$ cat src/rtl/rwalk_pkg.sv
package rwalk_pkg;
    localparam int WORD_W      = 64;
    localparam int ENTRY_WORDS = 4;
    localparam int ENTRY_SHIFT = 5;
    localparam int CTL_VALID   = 0;
    localparam int CTL_DUMMY   = 1;
    localparam int CTL_LAST    = 2;
    localparam int CTL_NEXT_LO = 8;

    typedef enum logic [1:0] {
        ST_IDLE,
        ST_REQ,
        ST_WAIT,
        ST_CHECK
    } walk_state_e;

    typedef enum logic [2:0] {
        VD_FILL,
        VD_NEXT,
        VD_F_BOUNDS,
        VD_F_INVALID,
        VD_F_HOPS
    } verdict_e;

    typedef enum logic [1:0] {
        FLT_BOUNDS  = 2'd0,
        FLT_INVALID = 2'd1,
        FLT_HOPS    = 2'd2
    } fault_e;

    typedef struct packed {
        logic valid;
        logic dummy;
        logic last;
    } ctl_flags_t;

    typedef struct packed {
        logic [WORD_W-1:0] lo;
        logic [WORD_W-1:0] hi;
        logic [WORD_W-1:0] delta;
        ctl_flags_t        flags;
    } entry_t;

    function automatic logic addr_inside(input logic [WORD_W-1:0] va,
                                         input logic [WORD_W-1:0] lo,
                                         input logic [WORD_W-1:0] hi);
        return (va >= lo) && (va < hi);
    endfunction

    function automatic ctl_flags_t decode_flags(input logic [WORD_W-1:0] w);
        ctl_flags_t f;
        f.valid = w[CTL_VALID];
        f.dummy = w[CTL_DUMMY];
        f.last  = w[CTL_LAST];
        return f;
    endfunction
endpackage

$ cat src/rtl/rwalk_addr_gen.sv
module rwalk_addr_gen
    import rwalk_pkg::*;
#(
    parameter int ID_W = 8
) (
    input  logic [WORD_W-1:0] table_base,
    input  logic [ID_W-1:0]   cur_id,
    input  logic [1:0]        word_idx,
    output logic [WORD_W-1:0] addr
);
    localparam int WORD_BYTES_LOG = 3;

    logic [WORD_W-1:0] entry_off;
    logic [WORD_W-1:0] word_off;

    always_comb begin
        entry_off = WORD_W'(cur_id) << ENTRY_SHIFT;
        word_off  = WORD_W'(word_idx) << WORD_BYTES_LOG;
        addr      = table_base + entry_off + word_off;
    end
endmodule

$ cat src/rtl/rwalk_entry_buf.sv
module rwalk_entry_buf
    import rwalk_pkg::*;
#(
    parameter int ID_W = 8
) (
    input  logic              clk,
    input  logic              rst,
    input  logic              load,
    input  logic [1:0]        word_idx,
    input  logic [WORD_W-1:0] data,
    output entry_t            entry,
    output logic [ID_W-1:0]   next_id
);
    localparam int DATA_WORDS = ENTRY_WORDS - 1;

    logic [WORD_W-1:0] words_q [DATA_WORDS];
    ctl_flags_t        flags_q;
    logic [ID_W-1:0]   next_q;

    for (genvar g = 0; g < DATA_WORDS; g++) begin : g_word
        always_ff @(posedge clk) begin
            if (rst) begin
                words_q[g] <= '0;
            end else if (load && word_idx == 2'(g)) begin
                words_q[g] <= data;
            end
        end
    end

    always_ff @(posedge clk) begin
        if (rst) begin
            flags_q <= '0;
            next_q  <= '0;
        end else if (load && word_idx == 2'(DATA_WORDS)) begin
            flags_q <= decode_flags(data);
            next_q  <= data[CTL_NEXT_LO +: ID_W];
        end
    end

    always_comb begin
        entry.lo    = words_q[0];
        entry.hi    = words_q[1];
        entry.delta = words_q[2];
        entry.flags = flags_q;
        next_id     = next_q;
    end
endmodule

$ cat src/rtl/rwalk_decide.sv
module rwalk_decide
    import rwalk_pkg::*;
#(
    parameter int MAX_HOPS = 8,
    localparam int HOP_W   = $clog2(MAX_HOPS + 1)
) (
    input  logic [WORD_W-1:0] va,
    input  logic [WORD_W-1:0] lo,
    input  logic [WORD_W-1:0] hi,
    input  ctl_flags_t        flags,
    input  logic [HOP_W-1:0]  hops,
    output verdict_e          verdict
);
    always_comb begin
        if (!flags.valid) begin
            verdict = VD_F_INVALID;
        end else if (addr_inside(va, lo, hi)) begin
            verdict = VD_FILL;
        end else if (flags.last) begin
            verdict = VD_F_BOUNDS;
        end else if (hops >= HOP_W'(MAX_HOPS)) begin
            verdict = VD_F_HOPS;
        end else begin
            verdict = VD_NEXT;
        end
    end
endmodule

$ cat src/rtl/range_chain_walker.sv
module range_chain_walker
    import rwalk_pkg::*;
#(
    parameter int ID_W     = 8,
    parameter int MAX_HOPS = 8
) (
    input  logic              clk,
    input  logic              rst,
    input  logic              miss_valid,
    output logic              miss_ready,
    input  logic [ID_W-1:0]   miss_id,
    input  logic [63:0]       miss_va,
    input  logic [63:0]       ctx_table_base,
    output logic              mem_req_valid,
    input  logic              mem_req_ready,
    output logic [63:0]       mem_req_addr,
    input  logic              mem_rsp_valid,
    input  logic [63:0]       mem_rsp_data,
    output logic              done_valid,
    output logic              fill_valid,
    output logic [ID_W-1:0]   fill_id,
    output logic [63:0]       fill_base,
    output logic [63:0]       fill_limit,
    output logic [63:0]       fill_delta,
    output logic              fill_dummy,
    output logic              ptw_req_valid,
    output logic [63:0]       ptw_req_va,
    output logic              fault_valid,
    output logic [1:0]        fault_code
);
    localparam int HOP_W     = $clog2(MAX_HOPS + 1);
    localparam int LAST_WORD = ENTRY_WORDS - 1;

    walk_state_e       state_q;
    logic [ID_W-1:0]   orig_id_q;
    logic [ID_W-1:0]   cur_id_q;
    logic [63:0]       va_q;
    logic [63:0]       tbase_q;
    logic [1:0]        word_q;
    logic [HOP_W-1:0]  hops_q;

    logic              done_q, fill_q, fault_q, ptw_q, dummy_q;
    logic [63:0]       base_o_q, limit_o_q, delta_o_q;
    logic [1:0]        code_q;

    entry_t            entry;
    logic [ID_W-1:0]   next_id;
    verdict_e          verdict;
    logic              load_word;

    assign load_word = (state_q == ST_WAIT) && mem_rsp_valid;

    rwalk_addr_gen #(.ID_W(ID_W)) u_addr (
        .table_base (tbase_q),
        .cur_id     (cur_id_q),
        .word_idx   (word_q),
        .addr       (mem_req_addr)
    );

    rwalk_entry_buf #(.ID_W(ID_W)) u_buf (
        .clk      (clk),
        .rst      (rst),
        .load     (load_word),
        .word_idx (word_q),
        .data     (mem_rsp_data),
        .entry    (entry),
        .next_id  (next_id)
    );

    rwalk_decide #(.MAX_HOPS(MAX_HOPS)) u_decide (
        .va      (va_q),
        .lo      (entry.lo),
        .hi      (entry.hi),
        .flags   (entry.flags),
        .hops    (hops_q),
        .verdict (verdict)
    );

    always_ff @(posedge clk) begin
        if (rst) begin
            state_q   <= ST_IDLE;
            orig_id_q <= '0;
            cur_id_q  <= '0;
            va_q      <= '0;
            tbase_q   <= '0;
            word_q    <= '0;
            hops_q    <= '0;
            done_q    <= 1'b0;
            fill_q    <= 1'b0;
            fault_q   <= 1'b0;
            ptw_q     <= 1'b0;
            dummy_q   <= 1'b0;
            base_o_q  <= '0;
            limit_o_q <= '0;
            delta_o_q <= '0;
            code_q    <= '0;
        end else begin
            done_q  <= 1'b0;
            fill_q  <= 1'b0;
            fault_q <= 1'b0;
            ptw_q   <= 1'b0;
            case (state_q)
                ST_IDLE: begin
                    if (miss_valid) begin
                        orig_id_q <= miss_id;
                        cur_id_q  <= miss_id;
                        va_q      <= miss_va;
                        tbase_q   <= ctx_table_base;
                        word_q    <= '0;
                        hops_q    <= '0;
                        state_q   <= ST_REQ;
                    end
                end
                ST_REQ: begin
                    if (mem_req_ready) state_q <= ST_WAIT;
                end
                ST_WAIT: begin
                    if (mem_rsp_valid) begin
                        if (word_q == 2'(LAST_WORD)) begin
                            hops_q  <= hops_q + 1'b1;
                            state_q <= ST_CHECK;
                        end else begin
                            word_q  <= word_q + 1'b1;
                            state_q <= ST_REQ;
                        end
                    end
                end
                ST_CHECK: begin
                    case (verdict)
                        VD_FILL: begin
                            fill_q    <= 1'b1;
                            ptw_q     <= entry.flags.dummy;
                            dummy_q   <= entry.flags.dummy;
                            base_o_q  <= entry.lo;
                            limit_o_q <= entry.hi;
                            delta_o_q <= entry.delta;
                            done_q    <= 1'b1;
                            state_q   <= ST_IDLE;
                        end
                        VD_NEXT: begin
                            cur_id_q <= next_id;
                            word_q   <= '0;
                            state_q  <= ST_REQ;
                        end
                        VD_F_BOUNDS: begin
                            fault_q <= 1'b1;
                            code_q  <= FLT_BOUNDS;
                            done_q  <= 1'b1;
                            state_q <= ST_IDLE;
                        end
                        VD_F_INVALID: begin
                            fault_q <= 1'b1;
                            code_q  <= FLT_INVALID;
                            done_q  <= 1'b1;
                            state_q <= ST_IDLE;
                        end
                        default: begin
                            fault_q <= 1'b1;
                            code_q  <= FLT_HOPS;
                            done_q  <= 1'b1;
                            state_q <= ST_IDLE;
                        end
                    endcase
                end
                default: state_q <= ST_IDLE;
            endcase
        end
    end

    assign miss_ready    = (state_q == ST_IDLE);
    assign mem_req_valid = (state_q == ST_REQ);
    assign done_valid    = done_q;
    assign fill_valid    = fill_q;
    assign fill_id       = orig_id_q;
    assign fill_base     = base_o_q;
    assign fill_limit    = limit_o_q;
    assign fill_delta    = delta_o_q;
    assign fill_dummy    = dummy_q;
    assign ptw_req_valid = ptw_q;
    assign ptw_req_va    = va_q;
    assign fault_valid   = fault_q;
    assign fault_code    = code_q;


    idle_excl_chk: assert property (@(posedge clk) disable iff (rst)
        mem_req_valid |-> !miss_ready);


    req_hold_chk: assert property (@(posedge clk) disable iff (rst)
        (mem_req_valid && !mem_req_ready) |=> (mem_req_valid && $stable(mem_req_addr)));


    ptw_dummy_chk: assert property (@(posedge clk) disable iff (rst)
        ptw_req_valid |-> (fill_valid && fill_dummy));


    hop_bound_chk: assert property (@(posedge clk) disable iff (rst)
        hops_q <= HOP_W'(MAX_HOPS));


    one_result_chk: assert property (@(posedge clk) disable iff (rst)
        done_valid |-> ($onehot({fill_valid, fault_valid}) && miss_ready));


    no_orphan_chk: assert property (@(posedge clk) disable iff (rst)
        (fill_valid || fault_valid) |-> done_valid);
endmodule

$ cat config.mk
export PLATFORM = sky130hd
export DESIGN_NAME = range_chain_walker
export DESIGN_NICKNAME = d
export VERILOG_FILES = /design/src/rtl/rwalk_pkg.sv /design/src/rtl/rwalk_addr_gen.sv /design/src/rtl/rwalk_entry_buf.sv /design/src/rtl/rwalk_decide.sv /design/src/rtl/range_chain_walker.sv
export SDC_FILE = /design/constraint.sdc
export NUM_CORES = 1
export LEC_CHECK = 0
export ABC_AREA = 1
export BUFFER_PORTS_ARGS = -buffer_cell sky130_fd_sc_hd__buf_2
export CELL_PAD_IN_SITES_DETAIL_PLACEMENT = 0
export CELL_PAD_IN_SITES_GLOBAL_PLACEMENT = 2
export CORE_ASPECT_RATIO = 0.75
export CORE_MARGIN = 2
export CORE_UTILIZATION = 32
export DETAILED_ROUTE_END_ITERATION = 10
export GPL_TIMING_DRIVEN = 0
export PLACE_DENSITY = 0.81
export SLEW_MARGIN = 20
export SYNTH_ARGS = -nofsm -noshare
export SYNTH_HDL_FRONTEND = slang
export SYNTH_SLANG_ARGS = --single-unit
$ cat constraint.sdc
create_clock -name clk -period 4.6 [get_ports clk]
set_input_delay 0.92 -clock clk [delete_from_list [all_inputs] [get_ports clk]]
set_output_delay 0.92 -clock clk [all_outputs]
set_load 0.02 [all_outputs]
* After elaboration in Yosys (flattened, before gate mapping) *
Memories as Yosys holds them, arrays and structs flattened. A register that Yosys moved wholly into a read port is not among the register bits.
Cells that the tools add are included.

word-level totals
  register bits after elaboration = 298
  memory bits (writable) = 192
  input port bits = 205
  output and inout bits = 337
  word-level logic and storage cells = 110
  memories = 1

memories
  name           words  width  read ports  clocked after memory_dff  wr ports  line                   RTL
  u_buf.words_q  3      64     3           1                         3         rwalk_entry_buf.sv:16  logic [WORD_W-1:0] words_q [DATA_WORDS];

cells by class
  add/sub/neg operators = 4
  order comparisons = 3
  eq/ne operators = 15
  multiplexer cells = 40
  bitwise operators = 6
  reduce and logical (&&, ||, !) cells = 22

operators with widths
  cell                                                                   number
  64-bit two-way mux                                                     3
  64-bit by 13-bit adder with 64-bit output                              1
  64-bit by 5-bit adder with 64-bit output                               1
  64-bit greater-or-equal comparator                                     1
  64-bit < comparator                                                    1
  2-bit two-way mux                                                      8
  8-bit two-way mux                                                      2
  8-bit one-hot mux with 2 select lines                                  1
  1-bit two-way mux                                                      15
  3-bit two-way mux                                                      4
  4-bit two-way mux                                                      3
  2-bit one-hot mux with 3 select lines                                  2
  2-bit equality test, second input constant                             4
  2-bit inequality test, second input constant                           4
  2-bit one-hot mux with 4 select lines                                  1
  4-bit one-hot mux with 2 select lines                                  1
  3-bit by 2-bit equality test with 1-bit output, second input constant  2
  1-bit logical AND                                                      6
  2-bit AND reduction                                                    3
  3-bit AND reduction                                                    2
  5-bit AND reduction                                                    1
  4-bit by 1-bit adder with 4-bit output, second input constant          1
  2-bit by 1-bit equality test with 1-bit output, second input constant  2
  4-bit greater-or-equal comparator, second input constant               1
  other kinds (12)                                                       20

* Logic depth before layout (Yosys ltp) *
Gate-level depths: netlist of run 1.

  depth in word-level cells = 9
  depth in mapped cells = 22
  gate-level depth less buffers = 22

* Modules after synthesis *
Synthesis of run 1 repeated with hierarchy kept, for this count alone.

second synthesis, totals
  cells, all modules = 3202
  area, all modules = 25722.2 um^2

modules (own cells, without submodules)
  module              instances  cells each  area each (um^2)  sequential area each (um^2)
  range_chain_walker  1          1591        12355.6           7026.7
  rwalk_entry_buf     1          549         7475.9            5985.7
  rwalk_decide        1          543         3368.2            0.0
  rwalk_addr_gen      1          519         2522.4            0.0

* Least setup slack after synthesis of run 1 *
OpenSTA, ideal clock, no wires.

  path kind = input port to flip-flop
  start = input port rst
  end = memory u_buf.words_q[0][0], enable pin
  library setup time = 0.688 ns
  data arrival time = 2.866 ns
  required time = 3.912 ns
  path slack = 1.046 ns
  cell stages on the path = 5
  buffers on the path = 3
  path through = clkbuf_1 inv_2 clkbuf_1 clkbuf_1 nand2_1

RTL lines
  item         line                     RTL
  from (decl)  range_chain_walker.sv:8  input logic rst,
  to (decl)    rwalk_entry_buf.sv:16

* Worst setup path after layout of run 1 *
  start = register tbase_q[17]
  end = output port mem_req_addr[57]

between the ends
  cells in the longest elaborated chain, start to end = 2

ends and longest elaborated chain
  item                                       line                       RTL
  from (decl)                                range_chain_walker.sv:38   logic [63:0] tbase_q;
  from (signal assigned)                     range_chain_walker.sv:108  tbase_q <= ctx_table_base;
  64-bit by 13-bit adder with 64-bit output  rwalk_addr_gen.sv:19       addr = table_base + entry_off + word_off;
  64-bit by 5-bit adder with 64-bit output   rwalk_addr_gen.sv:19
  to (decl)                                  range_chain_walker.sv:16   output logic [63:0] mem_req_addr,

No other way between the ends.

==> results.json, run 1 <==
{
  "start_util_pct": 32.5,
  "setup-tns-final_ns": 0,
  "die-area_um2": 80600,
  "p_total_mw": 14.5,
  "maxCapViolCount": 0,
  "nNetsFinal": 3949,
  "area_delta_synth_final_pct": 24.9,
  "vias": 22000,
  "drtIter0Drc": 1430,
  "synth_cell_types": 43,
  "rsz0062_at_grt": "no",
  "slew_violations": 0,
  "gr-total-overflow": 0,
  "min_period_ns": 4.42,
  "io_pins": 542,
  "final_cell_mix": "898 x nor2_1, 550 x buf_2, 371 x o21ai_0, 360 x dfxtp_1, 321 x inv_1",
  "tritoncts": "done",
  "ys_seq_area_share_pct": 52.0,
  "drt_drc_violations_left": 0,
  "clk_pin_slew_ns": 0.06,
  "ant_nets": 0,
  "root_buffer": "clkbuf_16",
  "insertion_delay_ns": 0.65,
  "ys_warn_count": 0,
  "end_kind": "output port",
  "core_region_area_um2": 77200,
  "max_freq_mhz": 226,
  "drive_gt1_share_pct": 19.8,
  "syn-instance-count": 2988,
  "status": "complete, no violations",
  "fin_crit_sh_pct": 96.0,
  "die_w_um": 327,
  "ys_seq_elements": 554,
  "synth_nets": 3337,
  "cp_data_arrival_time_ns": 3.50,
  "hold_violations": 0,
  "netlist_area_um2": 25000,
  "cp_data_required_time_ns": 3.68,
  "grt_antenna_before_repair": 15,
  "numCtsBuffers": 60,
  "grt_max_degree": 45,
  "drt_pre_antenna_iters": 6,
  "die_y_um": 246,
  "cellLeakagePower_nw": 15.3,
  "stdcell_area_um2": 31300,
  "port_buffers": 540,
  "mostFrequentLayoutCell": "nor2_1",
  "relSlewSlack_pct": 21.4,
  "path_class": "reg -> out",
  "worstPathMaxFanout": 5,
  "worstSetupStartpointType": "register",
  "grt_pass1_vias": 21200,
  "post_drt_wl_per_cell_um": 21.1,
  "power_density_nw_per_um2": 465,
  "post_dp_cell_area_um2": 29200,
  "clock_skew_ns": 0.0286,
  "hp-class": "reg -> reg",
  "cts_htree_levels": 2,
  "post_drt_via_cell_ratio": 4.68,
  "setup_viol": 0,
  "hpwl_um": 77700,
  "cts_sinks": 554,
  "synth_area_per_cell_um2": 8.38,
  "cts.path.max_buffers": 3,
  "peakVddDrop_mv": 0.280,
  "tightest_slew_ns": 1.18,
  "gp_congestion": 0.927,
  "rows": 88,
  "grt_pass1_wl_um": 142000,
  "wl_um": 98800,
  "grtUsageTotal_pct": 24.0
}
[worst max-delay path, stage by stage, from the launching register on]
cell and delay [ns]:
dfxtp_1 0.45, nand2_1 0.19, nor2_1 0.18, inv_1 0.05, nor2_1 0.44, inv_1 0.09, o31ai_1 0.76, nand4_1 0.31
xor2_1 0.22, buf_2 0.16
[state kept, by name (all words and copies together), names as in the netlist, 8 cells and up]
name and count:
u_buf.next_id 8, fill_delta 64, fill_limit 64, fill_base 64
cur_id_q 8, tbase_q 64, ptw_req_va 64, fill_id 8
u_buf.words_q 192
[stage by stage]
step | worst slack, ns | hold slack [ns] | instances | utilization [%]
final | 0.184 | 0.453 | 4689 | 40.5
after global routing | 0.0281 | 0.480 | 4687 | 40.5
after CTS | 0.0376 | 0.453 | 4681 | 40.5
after detailed placement | 0.319 | 0.445 | 4568 | 37.8
after global placement | -1.21 | 0.443 | 4563 | 37.6
after floorplan | 1.05 | 0.425 | 2988 | -
[timing repair]
action,CTS,global route
resized for setup,5,1
pin swaps,2,4
buffers inserted,1,4
setup endpoints to repair,13,6
hold buffers,0,0
[worst paths after layout]
check                     endpoint  cells past startpoint  slack [ns]           startpoint
setup / recovery  mem_req_addr[57]                      9        0.18          tbase_q[17]
hold / removal    u_buf.next_id[5]                      2        0.45     u_buf.next_id[5]
setup reg to reg     fill_delta[0]                     18        1.27  u_buf.words_q[0][3]
hold reg to reg   u_buf.next_id[5]                      2        0.45     u_buf.next_id[5]
[Yosys cell counts (all sizes together)]
cell type	instances	area share (%)
o21ai	373	7.5
o21a	3	0.090
o21bai	2	0.060
nand3	49	1.0
a211oi	4	0.12
inv	323	4.8
a32o	2	0.080
a21oi	113	2.3
nor3b	1	0.030
edfxtp	192	23
a21o	4	0.12
xnor2	12	0.42
nor2	907	14
or2	1	0.025
a31oi	1	0.025
fa	1	0.080
nand2	225	3.5
o31ai	1	0.030
clkbuf	96	1.5
nand4	24	0.66
dfxtp	362	29
xor2	48	1.7
a21boi	2	0.060
buf	40	1.6
nor3	36	0.81
nor4	14	0.41
ha	143	7.1
nand3b	8	0.24
o211ai	1	0.050
[cell families after synthesis]
| family | synth area share, % |
|---|---|
| and+or+nand+nor | 20.4 |
| xor gates and xnor gates | 2.10 |
| buffers and inverters | 7.93 |
| adders and majority gates | 7.22 |
| DFF | 52.0 |
| AOI/OAI and AO/OA | 10.4 |
[routing by layer]
layer / wire, um / global-route usage [%]
met5: 24 / 0
met2: 41800 / 36.0
met1: 47900 / 35.2
met3: 7240 / 5.09
met4: 1870 / 5.19
[final cells by class]
class | count | area, um^2
Multi-Input combinational cell | 1975 | 10100
Tap cell | 1035 | 1290
Antenna cell | 4 | 10.0
Timing Repair Buffer | 550 | 2860
Sequential cell | 554 | 13000
Fill cell | 8233 | 45900
Buffer | 136 | 777
Clock buffer | 85 | 1690
Inverter | 323 | 1210
Clock inverter | 27 | 314
[report_power, final]
group | leakage (nW) | total (mW) | internal, mW | switching (mW)
sequential | 4.94 | 6.05 | 5.55 | 0.492
clock | 0.975 | 5.01 | 2.89 | 2.12
combinational | 9.35 | 3.47 | 1.09 | 2.38
(Power assumes the default switching activity.)
==> inputs of run 2 (changes only) <==
CORE_UTILIZATION = 33   (was 32)
CTS_BUF_LIST = sky130_fd_sc_hd__clkbuf_4   (was not set)
PLACE_DENSITY = 0.83   (was 0.81)
==> run 2 against run 1 <==
Compared with the run above: hold slack worse by 0.33 ns; flip-flop and latch count stayed put; clock-buffer cell count is 155 higher; cell area is 0.86% higher; via count is 3.2% higher; routed wire length is 0.37% higher; sequential share of layout area is 0.34 points lower; combinational power hardly changed; sequential power hardly changed; maximum frequency is 1.2% lower; largest power group unchanged; worst setup slack worse by 0.053 ns; critical path type unchanged.
==> results.json, run 2 (synthesized netlist as in run 1, its figures left out) <==
{
  "port_buffers": 540,
  "tightest_slew_ns": 0.925,
  "cts_sinks": 554,
  "tritoncts": "done",
  "root_buffer": "clkbuf_4",
  "die_w_um": 322,
  "combPwrFrac_pct": 24.1,
  "internal_power_mw": 9.32,
  "drt_pre_antenna_iters": 5,
  "holdWs_ns": 0.118,
  "clock_skew_ns": 0.0853,
  "worstPathMaxFanout": 5,
  "status": "complete, no violations",
  "power_density_nw_per_um2": 457,
  "drt_drc_violations_left": 0,
  "grt_pass1_wl_um": 142000,
  "die-area_um2": 78100,
  "nNetsFinal": 4051,
  "io_pins": 542,
  "insertion_delay_ns": 1.04,
  "numCtsBuffers": 151,
  "setup_viol": 0,
  "cellLeakagePower_nw": 15.6,
  "grt_pass1_vias": 22000,
  "cts_htree_levels": 4,
  "vias": 22600,
  "rsz0062_at_grt": "yes",
  "p_seq_share_pct": 42.0,
  "final_cell_mix": "895 x nor2_1, 542 x buf_2, 369 x o21ai_0, 359 x dfxtp_1, 318 x inv_1",
  "gr-total-overflow": 0,
  "end_kind": "output port",
  "switchingPower_mw": 5.09,
  "max_freq_mhz": 224,
  "start_util_pct": 33.3,
  "fin_crit_sh_pct": 97.2,
  "rows": 87,
  "grt_max_degree": 44,
  "hpwl_um": 76500,
  "cp_data_required_time_ns": 3.68,
  "post_drt_via_cell_ratio": 4.70,
  "largest-register": "u_buf.words_q",
  "largest_reg_flops": 192,
  "cp_data_arrival_time_ns": 3.55,
  "hp-class": "in -> reg",
  "die_y_um": 243,
  "mostFrequentLayoutCell": "nor2_1",
  "maxCapViolCount": 0,
  "gp_congestion": 0.932,
  "ant_nets": 0,
  "worstSetupStartpointType": "register",
  "drive_gt1_share_pct": 24.1,
  "core_region_area_um2": 75100,
  "peakVddDrop_mv": 0.203,
  "area_delta_synth_final_pct": 26.0,
  "drtIter0Drc": 1553,
  "grt_antenna_before_repair": 19,
  "grtUsageTotal_pct": 24.9,
  "slew_violations": 0,
  "hold_violations": 0,
  "final_util_pct": 42.0,
  "path_class": "reg -> out",
  "p_clk_share_pct": 33.9,
  "sw_frac_of_total_pct": 35.3,
  "post_drt_wl_per_cell_um": 20.6,
  "min_period_ns": 4.47,
  "cts.path.max_buffers": 3,
  "clk_pin_slew_ns": 0.07,
  "relSlewSlack_pct": 38.3,
  "wl_um": 99200
}
## run 2: through the flow
| step | setup slack, ns | area, um^2 | power (mW) | instances | TNS (ns) |
|---|---|---|---|---|---|
| global placement | -1.24 | 29000 | 9.56 | 4507 | -227.07 |
| finish | 0.131 | 31600 | 14.4 | 4823 | 0 |
| CTS | -0.107 | 31400 | 14.5 | 4797 | -0.198 |
| global route | -0.0819 | 31500 | 15.3 | 4817 | -0.380 |
| floorplan | 1.05 | 25000 | 8.11 | 2988 | 0 |
| detailed placement | 0.374 | 29100 | 9.59 | 4510 | 0 |
## run 2: final timing paths
kind | from | end | slack [ns] | depth (start not counted)
worst max-delay path | word_q[0] | mem_req_addr[39] | 0.13 | 14
worst min-delay path | miss_va[8] | ptw_req_va[8] | 0.12 | 3
worst max register to register | u_buf.words_q[0][2] | fill_delta[62] | 1.17 | 18
worst min register to register | u_buf.entry[1] | ptw_req_valid | 0.45 | 2
## run 2: final cells by class
| cell class | count | area (um^2) |
|---|---|---|
| Buffer | 136 | 777 |
| Timing Repair Buffer | 561 | 2940 |
| Sequential cell | 554 | 13000 |
| Multi-Input combinational cell | 1975 | 10200 |
| Clock buffer | 240 | 1800 |
| Inverter | 323 | 1210 |
| Fill cell | 7985 | 43600 |
| Clock inverter | 36 | 292 |
| Antenna cell | 19 | 47.5 |
| Tap cell | 979 | 1220 |
## run 2: worst max-delay path, stage by stage, from the launching register on
cell and delay [ns]:
dfxtp_4 0.37, ha_4 0.13, inv_2 0.03, fa_2 0.36, o211ai_4 0.22, nand3_2 0.09, nand2_2 0.10, nand3_4 0.08
o21ai_4 0.18, nand2_4 0.11, nor3_4 0.31, nand2_2 0.11, nor2_2 0.11, xor2_1 0.18, buf_4 0.17
## run 2: power by group through the flow
stage	Sequential [mW]	Clock, mW	Combinational [mW]
after global placement	6.16	0	3.40
after global routing	6.11	5.29	3.89
final	6.05	4.88	3.48
after CTS	6.05	5.01	3.49
after floorplan	6.14	0	1.97
after detailed placement	6.15	0	3.44
## run 2: metal layers
layer / track usage (%) / wire length [um]
met1: 35.8 / 47200
met2: 36.4 / 41800
met3: 7.15 / 8430
met4: 6.68 / 1790
met5: 0 / 0
## run 2: timing repair
action                     4_1_cts  5_1_grt
hold buffers                     0        0
pin swaps                       12       16
setup buffers                   11        7
resized for setup               27       17
setup endpoints to repair       29       25
==> inputs of run 3 (changes only) <==
CORE_ASPECT_RATIO = not set   (was 0.75)
==> run 3 against run 2 <==
Compared with the run above: sequential share of layout area shrank 0.12 points; via count grew 0.12%; hold slack gained 0.032 ns; largest power group unchanged.
==> results.json, run 3 (synthesized netlist as in run 1, its figures left out) <==
{
  "status": "complete, no violations",
  "max_freq_mhz": 226,
  "drt_drc_violations_left": 0,
  "gp_congestion": 0.875,
  "grtUsageTotal_pct": 24.5,
  "cts_hold_buf": 0,
  "grt_max_degree": 44,
  "final_util_pct": 41.9,
  "rows": 101,
  "cp.buffers_inverters": 2,
  "worstSetupStartpointType": "register",
  "area_delta_synth_final_pct": 26.3,
  "maxCapViolCount": 0,
  "port_buffers": 540,
  "nNetsFinal": 4058,
  "crit_top_cell": "nand2_2",
  "post_drt_via_cell_ratio": 4.70,
  "final_cell_mix": "896 x nor2_1, 544 x buf_2, 370 x o21ai_0, 359 x dfxtp_1, 320 x inv_1",
  "slowest_stage": "dfxtp_4",
  "die_w_um": 280,
  "clk_pin_slew_ns": 0.06,
  "end_kind": "output port",
  "fin_crit_sh_pct": 96.0,
  "post_drt_wl_per_cell_um": 20.2,
  "numCtsBuffers": 159,
  "grt_pass1_vias": 22300,
  "cts_htree_levels": 4,
  "drt_pre_antenna_iters": 5,
  "vias": 22700,
  "clock_skew_ns": 0.0770,
  "cts.path.max_buffers": 3,
  "largest-register": "u_buf.words_q",
  "io_pins": 542,
  "tritoncts": "done",
  "min_period_ns": 4.42,
  "path_cells": "ha_4 -> inv_2 -> fa_2 -> o211ai_2 -> nand3_2 -> nand2_2 -> nand3_4 -> o21ai_4 -> nand2_4 -> nor3_4 -> nand2_2 -> nor2_4 -> xor2_2 -> buf_6",
  "die_y_um": 280,
  "slew_violations": 0,
  "insertion_delay_ns": 1.00,
  "rsz0062_at_grt": "yes",
  "largest_reg_flops": 192,
  "die-area_um2": 78100,
  "setup_viol": 0,
  "grt_pass1_wl_um": 141000,
  "grt_antenna_before_repair": 24,
  "peakVddDrop_mv": 0.261,
  "drive_gt1_share_pct": 24.0,
  "hpwl_um": 75100,
  "path_delay_family": "simple AND/OR/NAND/NOR gates",
  "ant_nets": 0,
  "p_total_mw": 14.4,
  "drtIter0Drc": 1396,
  "cellLeakagePower_nw": 15.6,
  "worstPathMaxFanout": 5,
  "hold_violations": 0,
  "path_class": "reg -> out",
  "cp_data_arrival_time_ns": 3.50,
  "wl_um": 97300,
  "cpPeakStageDelay_ns": 0.35,
  "hp-class": "in -> reg",
  "power_density_nw_per_um2": 456,
  "mostFrequentLayoutCell": "nor2_1",
  "root_buffer": "clkbuf_4",
  "relSlewSlack_pct": 22.7,
  "core_region_area_um2": 75600,
  "cp_data_required_time_ns": 3.68,
  "gr-total-overflow": 0,
  "tightest_slew_ns": 1.16,
  "cts_sinks": 554,
  "start_util_pct": 33.1
}
-- run 3: worst paths after layout --
path,endpoint,cells past startpoint,slack [ns],from
setup reg to reg,fill_delta[60],18,1.23,u_buf.words_q[0][3]
hold reg to reg,fill_base[8],2,0.46,u_buf.words_q[0][8]
setup / recovery,mem_req_addr[45],14,0.18,word_q[0]
hold / removal,ptw_req_va[53],3,0.15,miss_va[53]
-- run 3: where the power goes --
group,internal (mW),switching [mW]
sequential,5.56,0.488
clock,2.58,2.31
combinational,1.14,2.36
-- run 3: metrics by stage --
stage | hold slack, ns | setup TNS [ns] | std cells | setup slack, ns | cell area, um^2
2_1_floorplan | 0.425 | 0 | 2988 | 1.05 | 25000
5_1_grt | 0.0375 | -0.151 | 4825 | -0.0492 | 31600
3_3_place_gp | 0.444 | -202.97 | 4506 | -1.14 | 29000
4_1_cts | 0.00552 | -0.172 | 4810 | -0.0740 | 31500
3_5_place_dp | 0.454 | 0 | 4511 | 0.451 | 29100
6_report | 0.150 | 0 | 4828 | 0.183 | 31600
-- run 3: what timing repair did --
action | in CTS | in global routing
pin swaps | 15 | 18
hold endpoints to repair | 0 | 0
buffers inserted | 10 | 5
endpoints found under the setup margin | 26 | 22
gates resized for setup | 32 | 14
-- run 3: final cells by class --
class                   instances  area (um^2)
diodes                         13         32.5
plain buffers                 136          776
clock buffers                 240         1800
clock inverters                49          338
fillers                      8064        43900
inverters                     323         1210
multi-input cells            1975        10300
flip-flops and latches        554        13000
well taps                     978         1220
repair buffers                560         2980
-- run 3: per-layer routing --
metal	up-vias	track usage (%)	part of all wire, %
met4	6	9.17	2.9
met1	10600	31.6	44
met5	-	0	0.034
li1	11200	-	-
met2	707	39.9	47
met3	166	5.80	6.5
-- run 3: worst min-delay path: stages --
cell    delay, ns
buf_2        0.08
nor2_1       0.03
nor2_1       0.08
